--- src/rtl/vec_irq_pkg.sv ---
`timescale 1ns/1ps
package vec_irq_pkg;

   localparam int NSRC = 3;

   typedef enum int {
      SRC_PIN  = 0,
      SRC_TMR0 = 1,
      SRC_TMR1 = 2
   } src_e;

   // register bit that each source occupies (same in flag and enable)
   function automatic int src_bit(input int src);
      case (src)
         SRC_PIN:  return 0;
         SRC_TMR0: return 5;
         SRC_TMR1: return 6;
         default:  return -1;
      endcase
   endfunction

   // source index held by a register bit, or -1 when the bit is unused
   function automatic int bit_src(input int b);
      for (int s = 0; s < NSRC; s++) begin
         if (src_bit(s) == b) return s;
      end
      return -1;
   endfunction

   function automatic int max_bit();
      int m = 0;
      for (int s = 0; s < NSRC; s++) begin
         if (src_bit(s) > m) m = src_bit(s);
      end
      return m;
   endfunction

endpackage

--- src/rtl/vec_irq_fall_det.sv ---
`timescale 1ns/1ps
module vec_irq_fall_det #(
   parameter int STAGES = 2
) (
   input  logic clk,
   input  logic rst_n,
   input  logic pin_in,
   output logic fall_pulse
);

   // synchronizer chain plus one history flop; all reset to the idle-high level
   logic [STAGES:0] chain_q;

   genvar g;
   generate
      for (g = 0; g <= STAGES; g++) begin : g_stage
         if (g == 0) begin : g_first
            always_ff @(posedge clk or negedge rst_n) begin
               if (!rst_n) chain_q[0] <= 1'b1;
               else        chain_q[0] <= pin_in;
            end
         end else begin : g_next
            always_ff @(posedge clk or negedge rst_n) begin
               if (!rst_n) chain_q[g] <= 1'b1;
               else        chain_q[g] <= chain_q[g-1];
            end
         end
      end
   endgenerate

   assign fall_pulse = chain_q[STAGES] & ~chain_q[STAGES-1];

endmodule

--- src/rtl/vec_irq_regs.sv ---
`timescale 1ns/1ps
module vec_irq_regs
   import vec_irq_pkg::*;
#(
   parameter int          ADDR_W    = 8,
   parameter int          DATA_W    = 8,
   parameter logic [7:0]  FLAG_ADDR = 8'hC8,
   parameter logic [7:0]  ENAB_ADDR = 8'hC9
) (
   input  logic              clk,
   input  logic              rst_n,
   input  logic [ADDR_W-1:0] bus_addr,
   input  logic              bus_wr,
   input  logic [DATA_W-1:0] bus_wdata,
   input  logic [NSRC-1:0]   src_evt,
   output logic [DATA_W-1:0] flag_q,
   output logic [DATA_W-1:0] en_q,
   output logic [DATA_W-1:0] rdata
);

   localparam logic [ADDR_W-1:0] FLAG_A = ADDR_W'(FLAG_ADDR);
   localparam logic [ADDR_W-1:0] ENAB_A = ADDR_W'(ENAB_ADDR);

   logic hit_flag, hit_enab;
   assign hit_flag = (bus_addr == FLAG_A);
   assign hit_enab = (bus_addr == ENAB_A);

   logic wr_flag, wr_enab;
   assign wr_flag = bus_wr & hit_flag;
   assign wr_enab = bus_wr & hit_enab;

   logic [DATA_W-1:0] unused_wdata_bits;

   genvar b;
   generate
      for (b = 0; b < DATA_W; b++) begin : g_bit
         localparam int SI = bit_src(b);
         if (SI >= 0) begin : g_impl
            // event wins over a clearing write in the same cycle
            always_ff @(posedge clk or negedge rst_n) begin
               if (!rst_n)       flag_q[b] <= 1'b0;
               else if (wr_flag) flag_q[b] <= bus_wdata[b] | src_evt[SI];
               else              flag_q[b] <= flag_q[b] | src_evt[SI];
            end
            always_ff @(posedge clk or negedge rst_n) begin
               if (!rst_n)       en_q[b] <= 1'b0;
               else if (wr_enab) en_q[b] <= bus_wdata[b];
            end
            assign unused_wdata_bits[b] = 1'b0;
         end else begin : g_none
            assign flag_q[b] = 1'b0;
            assign en_q[b]   = 1'b0;
            assign unused_wdata_bits[b] = bus_wdata[b];
         end
      end
   endgenerate

   always_comb begin
      if (hit_flag)      rdata = flag_q;
      else if (hit_enab) rdata = en_q;
      else               rdata = '0;
   end

endmodule

--- src/rtl/vec_irq_svc.sv ---
`timescale 1ns/1ps
module vec_irq_svc (
   input  logic clk,
   input  logic rst_n,
   input  logic pending,
   input  logic ack,
   input  logic reti,
   output logic req,
   output logic in_svc
);

   assign req = pending & ~in_svc;

   always_ff @(posedge clk or negedge rst_n) begin
      if (!rst_n)          in_svc <= 1'b0;
      else if (ack && req) in_svc <= 1'b1;
      else if (reti)       in_svc <= 1'b0;
   end

endmodule

--- src/rtl/vec_irq_unit.sv ---
`timescale 1ns/1ps
module vec_irq_unit
   import vec_irq_pkg::*;
#(
   parameter int          ADDR_W      = 8,
   parameter int          DATA_W      = 8,
   parameter int          VEC_W       = 12,
   parameter logic [7:0]  FLAG_ADDR   = 8'hC8,
   parameter logic [7:0]  ENAB_ADDR   = 8'hC9,
   parameter logic [11:0] VEC_ADDR    = 12'h008,
   parameter int          SYNC_STAGES = 2
) (
   input  logic              clk,
   input  logic              rst_n,
   input  logic [ADDR_W-1:0] bus_addr,
   input  logic              bus_wr,
   input  logic [DATA_W-1:0] bus_wdata,
   output logic [DATA_W-1:0] bus_rdata,
   input  logic              ext_pin,
   input  logic              tmr0_evt,
   input  logic              tmr1_evt,
   output logic              core_irq_req,
   input  logic              core_irq_ack,
   input  logic              core_reti,
   output logic [VEC_W-1:0]  core_vector
);

   generate
      if (DATA_W <= max_bit()) begin : g_bad_width
         $error("vec_irq_unit: DATA_W too narrow for the source bits");
      end
      if (SYNC_STAGES < 2) begin : g_bad_sync
         $error("vec_irq_unit: SYNC_STAGES must be at least 2");
      end
      if (ADDR_W < 8) begin : g_bad_addr
         $error("vec_irq_unit: ADDR_W must hold the register addresses");
      end
   endgenerate

   logic              pin_fall;
   logic [NSRC-1:0]   src_evt;
   logic [DATA_W-1:0] flag_q;
   logic [DATA_W-1:0] en_q;
   logic              in_svc;
   logic              pending;

   vec_irq_fall_det #(.STAGES(SYNC_STAGES)) u_fall (
      .clk        (clk),
      .rst_n      (rst_n),
      .pin_in     (ext_pin),
      .fall_pulse (pin_fall)
   );

   always_comb begin
      src_evt           = '0;
      src_evt[SRC_PIN]  = pin_fall;
      src_evt[SRC_TMR0] = tmr0_evt;
      src_evt[SRC_TMR1] = tmr1_evt;
   end

   vec_irq_regs #(
      .ADDR_W    (ADDR_W),
      .DATA_W    (DATA_W),
      .FLAG_ADDR (FLAG_ADDR),
      .ENAB_ADDR (ENAB_ADDR)
   ) u_regs (
      .clk       (clk),
      .rst_n     (rst_n),
      .bus_addr  (bus_addr),
      .bus_wr    (bus_wr),
      .bus_wdata (bus_wdata),
      .src_evt   (src_evt),
      .flag_q    (flag_q),
      .en_q      (en_q),
      .rdata     (bus_rdata)
   );

   assign pending = |(flag_q & en_q);

   vec_irq_svc u_svc (
      .clk     (clk),
      .rst_n   (rst_n),
      .pending (pending),
      .ack     (core_irq_ack),
      .reti    (core_reti),
      .req     (core_irq_req),
      .in_svc  (in_svc)
   );

   assign core_vector = VEC_W'(VEC_ADDR);

endmodule

--- config.mk ---
export PLATFORM = sky130hd
export DESIGN_NAME = vec_irq_unit
export DESIGN_NICKNAME = d
export VERILOG_FILES = /design/src/rtl/vec_irq_pkg.sv /design/src/rtl/vec_irq_fall_det.sv /design/src/rtl/vec_irq_regs.sv /design/src/rtl/vec_irq_svc.sv /design/src/rtl/vec_irq_unit.sv
export SDC_FILE = /design/constraint.sdc
export NUM_CORES = 1
export LEC_CHECK = 0
export BUFFER_PORTS_ARGS = -buffer_cell sky130_fd_sc_hd__buf_2
export CAP_MARGIN = 10
export CORE_ASPECT_RATIO = 1.25
export CORE_UTILIZATION = 45
export DETAILED_ROUTE_END_ITERATION = 10
export GPL_TIMING_DRIVEN = 0
export PLACE_DENSITY = 0.88
export SETUP_SLACK_MARGIN = 0.1
export SLEW_MARGIN = 20
export SYNTH_ARGS = -nofsm -noshare
export SYNTH_HDL_FRONTEND = slang
export SYNTH_HIERARCHICAL = 1
export SYNTH_SLANG_ARGS = --single-unit
--- constraint.sdc ---
create_clock -name clk -period 2.1 [get_ports clk]
set_input_delay 0 -clock clk [delete_from_list [all_inputs] [get_ports clk]]
set_output_delay 0 -clock clk [all_outputs]
set_load 0.005 [all_outputs]
# Yosys cells after proc, flatten, opt, wreduce, memory -nomap -nowiden
# Index checks and enable logic that the tools add are counted.
[totals] ff_bits=10 inputBits=24 output_inout_bits=21
[classes] n_eq_ne=2 mux=7 n_bitwise=13 n_reduce_logical=3
[op_table] op="8-bit equality test, second input constant" count=2
[op_table] op="8-bit two-way mux" count=1
[op_table] op="8-bit OR reduction" count=1
[op_table] op="7-bit AND" count=1
[op_table] op="7-bit two-way mux" count=1
[op_table] op="1-bit bitwise OR" count=6
[op_table] op="1-bit two-way mux" count=5
[op_table] op="1-bit AND" count=4
[op_table] op="1-bit NOT" count=2
[op_table] op="2-bit nonzero test" count=1
[op_table] op="1-bit logical AND" count=1

# Logic depth before layout (Yosys ltp)
[depth] depth_word=5 mapped_depth=5

# Modules after synthesis
# The synthesis kept the hierarchy.
[modules_own_cells] module="vec_irq_regs" n_inst=1 cells_per_inst=45 area_per_inst_um2=454.2 seq_area_each_um2=150.1
[modules_own_cells] module="vec_irq_unit" n_inst=1 cells_per_inst=19 area_per_inst_um2=133.9 seq_area_each_um2=0.0
[modules_own_cells] module="vec_irq_fall_det" n_inst=1 cells_per_inst=4 area_per_inst_um2=92.6 seq_area_each_um2=78.8
[modules_own_cells] module="vec_irq_svc" n_inst=1 cells_per_inst=4 area_per_inst_um2=51.3 seq_area_each_um2=25.0

# Least setup slack after synthesis
# OpenSTA, ideal clock, no wires.
[synth_path] path_type="reg2reg" startpoint="reg u_regs.flag_q[5]" endpoint="reg u_svc.in_svc" setup_ns=0.121 t_arrival_ns=0.954 t_required_ns=1.979 path_slack_ns=1.025 stages_incl_launch_ff=5 n_path_buf=0 path_cell_list="dfrtp_1 -> a22oi_1 -> nand4_1 -> nor2b_4 -> a22o_1"
[synth_between] elab_chain_cells=5 elab_cells_between_ends=6 cone_classes="1 x mux; 2 x bitwise; 3 x reduce/logical"
[synth_lines] item="start: declaration" line_no="vec_irq_regs.sv:16" text="output logic [DATA_W-1:0] flag_q,"
[synth_lines] item="start signal: indexed assignment" line_no="vec_irq_regs.sv:42" text="else if (wr_flag) flag_q[b] <= bus_wdata[b] | src_evt[SI];"
[synth_lines] item="start signal: indexed assignment" line_no="vec_irq_regs.sv:43" text="else flag_q[b] <= flag_q[b] | src_evt[SI];"
[synth_lines] item="7-bit AND (*)" line_no="vec_irq_unit.sv:78" text="assign pending = |(flag_q & en_q);"
[synth_lines] item="8-bit OR reduction (*)" line_no="vec_irq_unit.sv:78"
[synth_lines] item="net pending" line_no="vec_irq_unit.sv:45" text="logic pending;"
[synth_lines] item="1-bit AND (*)" line_no="vec_irq_svc.sv:12" text="assign req = pending & ~in_svc;"
[synth_lines] item="net core_irq_req" line_no="vec_irq_unit.sv:22" text="output logic core_irq_req,"
[synth_lines] item="1-bit logical AND (*)" line_no="vec_irq_svc.sv:16" text="else if (ack && req) in_svc <= 1'b1;"
[synth_lines] item="1-bit two-way mux / 2-bit nonzero test (equally long branches)"
[synth_lines] item="end signal: assignment" line_no="vec_irq_svc.sv:15" text="if (!rst_n) in_svc <= 1'b0;"
[synth_lines] item="end signal: assignment" line_no="vec_irq_svc.sv:16"
[synth_lines] item="end signal: assignment" line_no="vec_irq_svc.sv:17" text="else if (reti) in_svc <= 1'b0;"
[synth_lines] item="end: declaration" line_no="vec_irq_svc.sv:9" text="output logic in_svc"
# The timed path passes the listed nets; every way through them passes the cells marked *.
# A chain may end at the register's enable or synchronous reset.

# Worst setup path after layout
[layout_path] startpoint="reg u_regs.flag_q[5]" endpoint="out core_irq_req"
[layout_between] elab_chain_cells=3
[layout_lines] item="7-bit AND" line_no="vec_irq_unit.sv:78"
[layout_lines] item="8-bit OR reduction" line_no="vec_irq_unit.sv:78"
[layout_lines] item="net pending" line_no="vec_irq_unit.sv:45"
[layout_lines] item="1-bit AND" line_no="vec_irq_svc.sv:12"
[layout_lines] item="end: declaration" line_no="vec_irq_unit.sv:22"
# The timed path passes the listed nets, and every way through them passes these cells.

==> impl_metrics.ini <==
[run_status]
status = finished, final reports clean

[pwr]
power_density_mw_per_mm2 = 472
power_mw = 0.495
ir_drop_mv = 0.381
p_leak_nw = 0.614

[timing]
fin_skew_ns = 0.000828
fin_crit_ns = 1.25
fmax_ghz = 0.801
rsz0062_at_grt = no
slew_viol_final = 0
postLayoutSetupSlackWorst_ns = 0.852
tns_ns = 0
hold_slack_ns = 0.0184
hold_viol_final = 0
final.period_utilization = 0.594
setup_viol = 0

[global_routing]
grt_usage = 0.149
grt_pass1_wl_um = 1820
grt_pass1_vias = 492
gr-total-overflow = 0
grt_max_degree = 11
antenna_found_initial = 0

[detailed_routing]
viasPerCell = 3.96
vias = 574
first_pass_iters = 2
wirelength_um = 1210
postRouteAntennaNets = 0
route.detailed.drc = 0
avgRoutedWirePerCell_um = 8.32
drt_iter0_markers = 4

[clocking]
tritoncts = yes
cts-resized-gates = 0
clock_sinks = 10
clk_latency_ns = 0.26
cts_root_buf = clkbuf_4
clk_pin_slew_ns = 0.06
htree_levels = 1
clock_path_buffers = 2
cts_buffers = 3

[layout]
area_growth_pct = 43.4
drive_above_1_share = 0.492
nNetsFinal = 153
antennaDiodeCount = 0
final_core_util = 0.726
n_fill_cell = 122

[yosys]
synth-seq-cells = 10
ys_top_cells_by_area = buf_4, dfrtp_1, dfstp_2, mux2i_1, mux2_4
synth_edf_count = 0
yosysTopAreaCell = buf_4
yosysWarnings = 6
yosysTopAreaCellShare = 0.277
ys_seq_area_frac = 0.347
synth.distinct_cells = 17
synth_cells = 72
netlist_area_um2 = 732
synth_top_flop_cell = dfrtp_1
synthArstFlopShare = 1.00
synth.avg_cell_area_um2 = 10.2
synth.most_common_cell = buf_4
synth_common_cells = buf_4, nor2_1, dfrtp_1

[critical_path]
crit_chain = a22oi_1, nand4_1, nor2b_4, buf_2
crit_arrival_ns = 1.25
cp_data_required_time_ns = 2.10
cp-start-kind = register
cp_max_fo = 3
path_buf_inv = 1
crit_family = flip-flops
worst_path_max_delay_cell = dfrtp_1
critPathMaxStageDelay_ns = 0.40
cp-end-kind = primary output
crit_type = register to primary output

[flow_run]
cap_violations = 0

[die]
start_util = 0.506
die_y_um = 47.1
io_pins = 45
die_area_mm2 = 0.00179
core_mm2 = 0.00145
rows = 15
die_width_um = 38.1

[place]
place.gp.congestion = 0.756
place_ws_ns = 0.943
dp_hpwl_um = 1010
port_buffers = 22

[min_path]
hold_path_class = input port to register
cell type report:
class                   instances  area (µm²)  share of cell area
well taps                      17        21.3              0.0203
repair buffers                 28         170               0.162
flip-flops and latches         10         254               0.242
plain buffers                  27         203               0.193
multi-input cells              58         362               0.344
clock buffers                   4        36.3              0.0346
inverters                       1        3.75             0.00358
worst register-to-register path, cell delays in order, from the launching register on:
cell and delay, ns:
dfrtp_1 0.40, a22oi_1 0.20, nand4_1 0.12, nor2b_4 0.14
a22o_1 0.20
logic make-up after synthesis:
kind of cell           share of synthesized area
AND/OR/NAND/NOR                            0.159
multiplexers                               0.144
AO/OA/AOI/OAI                             0.0530
flip-flops                                 0.347
other                                     0.0154
buffers and inverters                      0.282
path summary, 6_finish.rpt:
path,end,slack [ns],start,cells past startpoint
hold / removal,u_regs/flag_q[5],0.02,tmr0_evt,3
hold reg to reg,u_fall/chain_q[1],0.36,u_fall/chain_q[0],0
min in group asynchronous,u_regs/flag_q[5],0.12,rst_n,2
max in group asynchronous,u_fall/chain_q[1],1.73,rst_n,2
setup / recovery,core_irq_req,0.85,u_regs/flag_q[5],4
setup reg to reg,u_svc/in_svc,0.93,u_regs/flag_q[5],4
state kept, by name, indices dropped and copies added, names as in the netlist:
name	count
u_regs/flag_q	3
u_svc/in_svc	1
u_fall/chain_q	3
u_regs/en_q	3
metrics by stage:
step,instances,cell area (µm²)
after floorplan,96,822
after global placement,135,953
after detailed placement,135,953
after CTS,145,1050
after global routing,145,1050
final,145,1050
repair_timing:
| item | 4_1_cts | 5_1_grt |
|---|---|---|
| setup buffers | 0 | 0 |
| endpoints found under the hold margin | 15 | 0 |
| hold buffers | 6 | 0 |
cell usage in the layout (no fill, tap or decap), drive strengths merged:
master       count
mux2i            6
inv              1
a22oi            4
nor2             9
clkbuf           4
and4bb           1
nand4            1
buf             49
nor3b            1
conb            27
dfstp            3
dlygate4sd3      6
mux2             3
nor2b            2
nand2            1
a22o             1
and4             1
dfrtp            7
nand4b           1
power by group:
group | total [mW] | internal, mW | switching [mW]
Clock | 0.170 | 0.105 | 0.0651
Combinational | 0.113 | 0.0735 | 0.0397
Sequential | 0.212 | 0.204 | 0.00773
metal layers:
layer | track usage | routed length (µm) | vias to the layer above | share of wire
met1 | 0.161 | 487 | 242 | 0.40
met4 | 0.0857 | 19 | 0 | 0.016
met5 | 0 | 0 | - | 0
li1 | - | - | 300 | -
met2 | 0.278 | 601 | 30 | 0.50
met3 | 0.0142 | 98 | 2 | 0.081
Power figures use the tool's default switching activity.
